[src/rtl/amp_prot_pkg.sv]
`timescale 1ns/1ps
package amp_prot_pkg;
    typedef enum logic [2:0] {
        ST_RESET = 3'd0,
        ST_MUTED = 3'd1,
        ST_RAMP  = 3'd2,
        ST_RUN   = 3'd3,
        ST_TSHUT = 3'd4,
        ST_OCLAT = 3'd5
    } amp_state_e;
endpackage

[src/rtl/amp_sync.sv]
`timescale 1ns/1ps
module amp_sync #(
    parameter int          W       = 1,
    parameter logic        RST_VAL = 1'b0
) (
    input  logic         clk,
    input  logic         rst_n,
    input  logic [W-1:0] din,
    output logic [W-1:0] dout
);
    logic [W-1:0] s1_q, s2_q;

    always_ff @(posedge clk or negedge rst_n) begin
        if (!rst_n) begin
            s1_q <= {W{RST_VAL}};
            s2_q <= {W{RST_VAL}};
        end else begin
            s1_q <= din;
            s2_q <= s1_q;
        end
    end

    assign dout = s2_q;
endmodule

[src/rtl/amp_pdn_filter.sv]
`timescale 1ns/1ps
module amp_pdn_filter #(
    parameter int MIN_LOW = 25
) (
    input  logic clk,
    input  logic rst_n,
    input  logic pin_s,
    output logic hold
);
    localparam int CW = $clog2(MIN_LOW + 1);
    localparam logic [CW-1:0] LAST = CW'(MIN_LOW - 1);

    typedef struct packed {
        logic [CW-1:0] cnt;
        logic          hold;
    } filt_t;

    filt_t r_d, r_q;

    always_comb begin
        r_d = r_q;
        if (pin_s) begin
            r_d.cnt  = '0;
            r_d.hold = 1'b0;
        end else if (r_q.cnt == LAST) begin
            r_d.hold = 1'b1;
        end else begin
            r_d.cnt = r_q.cnt + 1'b1;
        end
    end

    always_ff @(posedge clk or negedge rst_n) begin
        if (!rst_n) r_q <= '{cnt: '0, hold: 1'b1};
        else        r_q <= r_d;
    end

    assign hold = r_q.hold;

    // a reset is only recognised after the pin was low for several cycles
    a_r1_needs_low_run: assert property (@(posedge clk) disable iff (!rst_n)
        $rose(r_q.hold) |-> ($past(!pin_s, 1) && $past(!pin_s, 2)));
endmodule

[src/rtl/amp_thermal.sv]
`timescale 1ns/1ps
module amp_thermal #(
    parameter int TEMP_W = 8,
    parameter int WARN_T = 135,
    parameter int SHUT_T = 150,
    parameter int REL_T  = 120
) (
    input  logic              clk,
    input  logic              rst_n,
    input  logic [TEMP_W-1:0] temp_s,
    output logic              warn,
    output logic              shut
);
    localparam logic [TEMP_W-1:0] WARN_C = TEMP_W'(WARN_T);
    localparam logic [TEMP_W-1:0] SHUT_C = TEMP_W'(SHUT_T);
    localparam logic [TEMP_W-1:0] REL_C  = TEMP_W'(REL_T);

    typedef struct packed {
        logic warn;
        logic shut;
    } therm_t;

    therm_t r_d, r_q;
    logic   cool;

    always_comb begin
        cool   = (temp_s < REL_C);
        r_d.warn = r_q.warn ? !cool : (temp_s > WARN_C);
        r_d.shut = r_q.shut ? !cool : (temp_s > SHUT_C);
    end

    always_ff @(posedge clk or negedge rst_n) begin
        if (!rst_n) r_q <= '0;
        else        r_q <= r_d;
    end

    assign warn = r_q.warn;
    assign shut = r_q.shut;

    // code above the warning level raises the warning next cycle
    a_r2_warn_sets: assert property (@(posedge clk) disable iff (!rst_n)
        (temp_s > WARN_C) |=> r_q.warn);
    // code above the shutdown level raises shutdown next cycle
    a_r3_shut_sets: assert property (@(posedge clk) disable iff (!rst_n)
        (temp_s > SHUT_C) |=> r_q.shut);
    // flags hold until the code drops under the release level
    a_r4_warn_holds: assert property (@(posedge clk) disable iff (!rst_n)
        (r_q.warn && temp_s >= REL_C) |=> r_q.warn);
    a_r4_shut_holds: assert property (@(posedge clk) disable iff (!rst_n)
        (r_q.shut && temp_s >= REL_C) |=> r_q.shut);
endmodule

[src/rtl/amp_prot_seq.sv]
`timescale 1ns/1ps
module amp_prot_seq
    import amp_prot_pkg::*;
#(
    parameter int TEMP_W   = 8,
    parameter int N_SW     = 8,
    parameter int WARN_T   = 135,
    parameter int SHUT_T   = 150,
    parameter int REL_T    = 120,
    parameter int MIN_LOW  = 25,
    parameter int RAMP_CYC = 64
) (
    input  logic              clk,
    input  logic              rst_n,
    input  logic              pdn_n_pin,
    input  logic              mute_pin,
    input  logic [TEMP_W-1:0] temp_code,
    input  logic [N_SW-1:0]   oc_flags,
    output logic              err_oc,
    output logic              err_warn,
    output logic              err_shut,
    output logic              stage_en,
    output logic              ramp_req
);
    localparam int RCW = (RAMP_CYC > 1) ? $clog2(RAMP_CYC) : 1;
    localparam logic [RCW-1:0] RAMP_LAST = RCW'(RAMP_CYC - 1);

    logic              pdn_s, mute_s, rst_hold, warn, shut, oc_any;
    logic [TEMP_W-1:0] temp_s;
    logic [N_SW-1:0]   oc_s;

    amp_sync #(.W(1), .RST_VAL(1'b0)) u_sync_pdn (
        .clk(clk), .rst_n(rst_n), .din(pdn_n_pin), .dout(pdn_s));
    amp_sync #(.W(1), .RST_VAL(1'b1)) u_sync_mute (
        .clk(clk), .rst_n(rst_n), .din(mute_pin), .dout(mute_s));
    amp_sync #(.W(TEMP_W), .RST_VAL(1'b0)) u_sync_temp (
        .clk(clk), .rst_n(rst_n), .din(temp_code), .dout(temp_s));
    amp_sync #(.W(N_SW), .RST_VAL(1'b0)) u_sync_oc (
        .clk(clk), .rst_n(rst_n), .din(oc_flags), .dout(oc_s));

    amp_pdn_filter #(.MIN_LOW(MIN_LOW)) u_filt (
        .clk(clk), .rst_n(rst_n), .pin_s(pdn_s), .hold(rst_hold));

    amp_thermal #(.TEMP_W(TEMP_W), .WARN_T(WARN_T), .SHUT_T(SHUT_T),
                  .REL_T(REL_T)) u_therm (
        .clk(clk), .rst_n(rst_n), .temp_s(temp_s), .warn(warn), .shut(shut));

    assign oc_any = |oc_s;

    typedef struct packed {
        amp_state_e     st;
        logic [RCW-1:0] rcnt;
        logic           oc_lat;
        logic           mute_seen;
    } seq_t;

    seq_t r_d, r_q;
    logic oc_release;

    always_comb begin
        r_d        = r_q;
        oc_release = (r_q.st == ST_OCLAT) && r_q.mute_seen && !mute_s;

        // latched over-current flag
        if (rst_hold)        r_d.oc_lat = 1'b0;
        else if (oc_any)     r_d.oc_lat = 1'b1;
        else if (oc_release) r_d.oc_lat = 1'b0;

        r_d.mute_seen = (r_q.st == ST_OCLAT) && !oc_release
                        && (r_q.mute_seen || mute_s);

        if (rst_hold) begin
            r_d.st = ST_RESET;
        end else begin
            unique case (r_q.st)
                ST_RESET: r_d.st = ST_MUTED;
                ST_MUTED: begin
                    if (shut)                      r_d.st = ST_TSHUT;
                    else if (r_q.oc_lat || oc_any) r_d.st = ST_OCLAT;
                    else if (!mute_s) begin
                        r_d.st   = ST_RAMP;
                        r_d.rcnt = '0;
                    end
                end
                ST_RAMP: begin
                    if (mute_s || shut || oc_any || r_q.oc_lat)
                        r_d.st = ST_MUTED;
                    else if (r_q.rcnt == RAMP_LAST)
                        r_d.st = ST_RUN;
                    else
                        r_d.rcnt = r_q.rcnt + 1'b1;
                end
                ST_RUN: begin
                    if (oc_any)      r_d.st = ST_OCLAT;
                    else if (shut)   r_d.st = ST_TSHUT;
                    else if (mute_s) r_d.st = ST_MUTED;
                end
                ST_TSHUT: if (!shut) r_d.st = ST_MUTED;
                ST_OCLAT: if (oc_release) r_d.st = ST_MUTED;
                default:  r_d.st = ST_RESET;
            endcase
        end
    end

    always_ff @(posedge clk or negedge rst_n) begin
        if (!rst_n) r_q <= '{st: ST_RESET, rcnt: '0, oc_lat: 1'b0, mute_seen: 1'b0};
        else        r_q <= r_d;
    end

    assign err_oc   = r_q.oc_lat;
    assign err_warn = warn;
    assign err_shut = shut;
    assign stage_en = (r_q.st == ST_RUN);
    assign ramp_req = (r_q.st == ST_RAMP);

    // synchronized mute while running leaves RUN on the next edge
    a_r10_mute_stops: assert property (@(posedge clk) disable iff (!rst_n)
        (mute_s && r_q.st == ST_RUN) |=> (r_q.st != ST_RUN));
    // soft-start only hands over to RUN on its final count
    a_r8_ramp_full: assert property (@(posedge clk) disable iff (!rst_n)
        (r_q.st == ST_RUN && $past(r_q.st) == ST_RAMP) |-> ($past(r_q.rcnt) == RAMP_LAST));
    // over-current flag falls only through a clear path
    a_r7_oc_clear_path: assert property (@(posedge clk) disable iff (!rst_n)
        $fell(r_q.oc_lat) |-> ($past(rst_hold) || ($past(r_q.mute_seen) && $past(!mute_s))));
    // no switching with a latched over-current
    a_r12_no_en_oc: assert property (@(posedge clk) disable iff (!rst_n)
        err_oc |-> !stage_en);
    // shutdown stops switching by the next edge
    a_r12_no_en_shut: assert property (@(posedge clk) disable iff (!rst_n)
        shut |=> !stage_en);
    // a recognised reset holds the stage idle
    a_r1_reset_idle: assert property (@(posedge clk) disable iff (!rst_n)
        rst_hold |=> (!stage_en && !err_oc));
endmodule

[config.mk]
export PLATFORM = sky130hd
export DESIGN_NAME = amp_prot_seq
export DESIGN_NICKNAME = d
export VERILOG_FILES = /design/src/rtl/amp_prot_pkg.sv /design/src/rtl/amp_sync.sv /design/src/rtl/amp_pdn_filter.sv /design/src/rtl/amp_thermal.sv /design/src/rtl/amp_prot_seq.sv
export SDC_FILE = /design/constraint.sdc
export NUM_CORES = 1
export LEC_CHECK = 0
export BUFFER_PORTS_ARGS = -buffer_cell sky130_fd_sc_hd__buf_2
export CAP_MARGIN = 20
export CORE_MARGIN = 10
export CORE_UTILIZATION = 51
export CTS_CLUSTER_DIAMETER = 50
export DETAILED_ROUTE_END_ITERATION = 8
export HOLD_SLACK_MARGIN = 0.15
export PLACE_DENSITY_LB_ADDON = 0.08
export SLEW_MARGIN = 10
export SYNTH_ARGS = -nofsm -noshare
export SYNTH_HDL_FRONTEND = slang
export SYNTH_HIERARCHICAL = 1
export SYNTH_SLANG_ARGS = --single-unit
export TNS_END_PERCENT = 10
[constraint.sdc]
create_clock -name clk -period 1.8 [get_ports clk]
set_input_delay 0.18 -clock clk [delete_from_list [all_inputs] [get_ports clk]]
set_output_delay 0.18 -clock clk [all_outputs]
set_load 0.005 [all_outputs]
==> flow_metrics.py <==
metrics = {
    "outcome": {
        "run_status": "finished with violations",
        "failed_checks": "setup timing",
    },
    "critical_path": {
        "critPathMaxStageDelay_ps": 530,
        "critPathCaptureType": "flop",
        "worstSetupStartpointType": "flop",
        "crit_required_ps": 2030,
        "cp_slowest_cell": "or4_4",
        "crit_family": "simple AND/OR/NAND/NOR gates",
        "cp_num_buf_inv": 0,
        "crit_chain": "or4_4, or3_1, or3_4, o22ai_4",
        "arrival_ps": 2190,
        "critPathMaxFanout": 4,
        "path_class": "reg -> reg",
    },
    "synth": {
        "syn_area_um2": 2150,
        "syn_nets": 194,
        "synth_edf_count": 0,
        "yosysUniqueCellTypes": 50,
        "synth.top_cell.area_share_pct": 60.5,
        "netlist_instances": 171,
        "ys.flop_type": "dfrtp_1",
        "ys_seq_area_share_pct": 64.2,
        "avgSynthCellArea_um2": 12.6,
        "ys_async_sr_fraction_pct": 100,
        "synth.area.top_cells": "dfrtp_1 61%, dfstp_2 3.7%, nor2b_1 2.0%",
        "ys_warn_count": 6,
        "yosysTopAreaCell": "dfrtp_1",
        "ys_seq_elements": 55,
    },
    "timing": {
        "hold_viol_final": 0,
        "layout_min_cycle_time_ps": 1970,
        "rsz0062_at_grt": "yes",
        "finalCritPeriodShare_pct": 109,
        "tightest_slew_ps": 520,
        "finalSetupViolCount": 6,
        "setup_ws_ps": -167,
        "fin_setup_tns_ps": -698,
        "slew_headroom_pct": 65.1,
        "maxSlewViolCount": 0,
        "fmax_mhz": 508,
        "clock_skew_ps": 6.06,
    },
    "clock_network": {
        "clkLatencyLatePin_ps": 310,
        "root_buffer": "clkbuf_8",
        "numCtsBuffers": 5,
        "cts_buffer_depth": 2,
        "htreeDepth": 2,
        "cts.sinks": 55,
        "cts_tree": "yes",
        "clk_pin_slew_ps": 100,
        "post-cts-setup-buffer-count": 0,
    },
    "global_routing": {
        "track_usage_pct": 12.6,
        "grt_pass1_wl_um": 7510,
        "grt_use_met2_pct": 20.9,
        "grt_use_met1_pct": 15.2,
        "grt_max_degree": 39,
        "first_global_vias": 1589,
        "use_met3_pct": 3.15,
        "antenna_found_initial": 0,
        "grt-busiest-layer": "met2",
        "grt-ovfl-total": 0,
    },
    "floorplanning": {
        "rows": 23,
        "fp.dieW_um": 84.9,
        "die_y_um": 84.9,
        "core_area_um2": 4030,
        "initial_core_util_pct": 53.4,
        "die_area_um2": 7210,
        "io-pin-count": 25,
    },
    "power_and_ir_drop": {
        "p_leak_nw": 1.20,
        "seq_power_share_pct": 57.3,
        "swShare_pct": 27.2,
        "p_sw_w": 0.000661,
        "peakVddDrop_mv": 0.594,
        "power_frac_clock_pct": 28.8,
        "p_int_w": 0.00177,
        "combinationalPowerShare_pct": 13.9,
        "power_density_nw_per_um2": 876,
    },
    "cells_and_area": {
        "drive_gt1_share_pct": 29.3,
        "n_antenna_cell": 0,
        "final_nets": 254,
        "stdcell_area_um2": 2780,
        "area_growth_syn_to_layout_pct": 29.1,
        "multi_input_area_um2": 767,
        "ff_latch_area_um2": 1380,
        "n_fill_cell": 295,
    },
    "drt": {
        "dr.pass1.iters": 4,
        "wl_per_cell_um": 15.7,
        "initialDrtViolationCount": 87,
        "drc": 0,
        "drtAntennaViolNets": 0,
        "vias": 1532,
        "viasPerCell": 5.43,
        "wirelength_um": 4440,
    },
    "place": {
        "place_hpwl_um": 3070,
        "io_buffers": 24,
        "gp_congestion": 0.853,
        "dpl_cell_area_um2": 2440,
    },
    "min_path": {
        "hp-class": "in -> async",
    },
    "job": {
        "timing.max_cap.violations": 0,
    },
}
-- area by class of cell --
cell class	instances	share of cell area, %
sequential	55	49.7
clock buffer	5	2.48
clock inverter	3	0.992
tap	50	2.25
inverter	9	1.22
multi-input combinational	102	27.6
timing repair buffer	58	15.7
-- registers in the layout (all words and copies together), names as in the netlist --
signal,count
u_therm/shut,1
u_filt/r_q,5
u_sync_mute/dout,1
u_therm/warn,1
u_sync_mute/s1_q,1
u_sync_pdn/s1_q,1
err_oc,1
u_sync_oc/s1_q,8
r_q,10
u_sync_oc/dout,8
u_filt/hold,1
u_sync_temp/dout,8
u_sync_pdn/dout,1
u_sync_temp/s1_q,8
-- cells by family (layout without fill, tap and decap cells) --
family / Yosys count / after routing / synth area share, %
fa+ha+maj: 3 / 3 / 1.75
mux: 6 / 6 / 3.14
buf+inv: 14 / 75 / 2.50
flops: 55 / 55 / 64.2
compound gates: 35 / 35 / 12.0
simple gates: 57 / 57 / 15.9
xor+xnor: 1 / 1 / 0.408
-- through the flow --
step / worst slack (ps) / std cells / util, % / hold slack, ps / power [W]
floorplan: -68.9 / 171 / - / -116 / 0.00156
global placement: -82.3 / 255 / 60.6 / 142 / 0.00169
detailed placement: -146 / 255 / 60.6 / 148 / 0.00170
CTS: -152 / 282 / 67.9 / 350 / 0.00243
global route: -223 / 282 / 68.9 / 365 / 0.00255
finish: -167 / 282 / 68.9 / 330 / 0.00243
-- synthesized netlist by cell type, drive strengths merged, types with 2 or more instances --
cell type and n:
a2111oi 3, a21oi 6, a22o 2, a31oi 2, and2 2, clkbuf 4, dfrtp 52, dfstp 3
ha 3, inv 9, mux2 3, mux2i 3, nand2 9, nand2b 3, nand3 3, nor2 8
nor2b 7, nor3 5, nor4 3, o211ai 2, o21ai 4, o22ai 3, or3 2, or3b 3
or4 5
-- power by group through the flow --
stage	Sequential [W]	Clock [W]	Combinational, W
2_1_floorplan	0.00137	0	0.000192
3_3_place_gp	0.00141	0	0.000282
3_5_place_dp	0.00142	0	0.000289
4_1_cts	0.00139	0.000713	0.000324
5_1_grt	0.00141	0.000767	0.000376
6_report	0.00139	0.000699	0.000338
-- worst paths after layout --
| check | slack (ps) | cells after the start | to | startpoint |
|---|---|---|---|---|
| max in group asynchronous | 870 | 3 | u_sync_mute/s1_q$_DFF_PN1_ | rst_n |
| min | 330 | 2 | err_oc$_DFFE_PN0P_ | rst_n |
| max | -170 | 4 | r_q[5]$_DFFE_PN0P_ | u_sync_oc/dout[2]$_DFF_PN0_ |
| min reg2reg | 360 | 0 | u_sync_oc/dout[4]$_DFF_PN0_ | u_sync_oc/s1_q[4]$_DFF_PN0_ |
| min in group clk | 360 | 0 | u_sync_oc/dout[4]$_DFF_PN0_ | u_sync_oc/s1_q[4]$_DFF_PN0_ |
| max reg2reg | -170 | 4 | r_q[5]$_DFFE_PN0P_ | u_sync_oc/dout[2]$_DFF_PN0_ |
-- layer usage --
layer,up-vias,share of wire [%]
met1,749,43
met3,6,3.9
met5,-,0
li1,740,-
met2,37,52
met4,0,0.86
-- cell usage in the layout, fill, tap and decap left out, drive strengths merged, types with 3 or more instances in the layout --
master	count
nor2b	7
buf	39
or3b	3
nand3	3
dfrtp	52
dlygate4sd3	19
inv	11
or4	5
a2111oi	3
o21ai	4
mux2i	3
a21oi	6
nor2	8
o22ai	3
nand2b	3
nand2	9
nor4	3
mux2	3
ha	3
nor3	5
clkbuf	5
dfstp	3
-- repair_timing --
item | in CTS | in global routing
pin swaps | 1 | 3
endpoints found under the setup margin | 7 | 8
resized for setup | 3 | 10
hold buffers | 19 | 0
endpoints found under the hold margin | 35 | 0
Note: power is estimated with default switching activity, not from simulation.
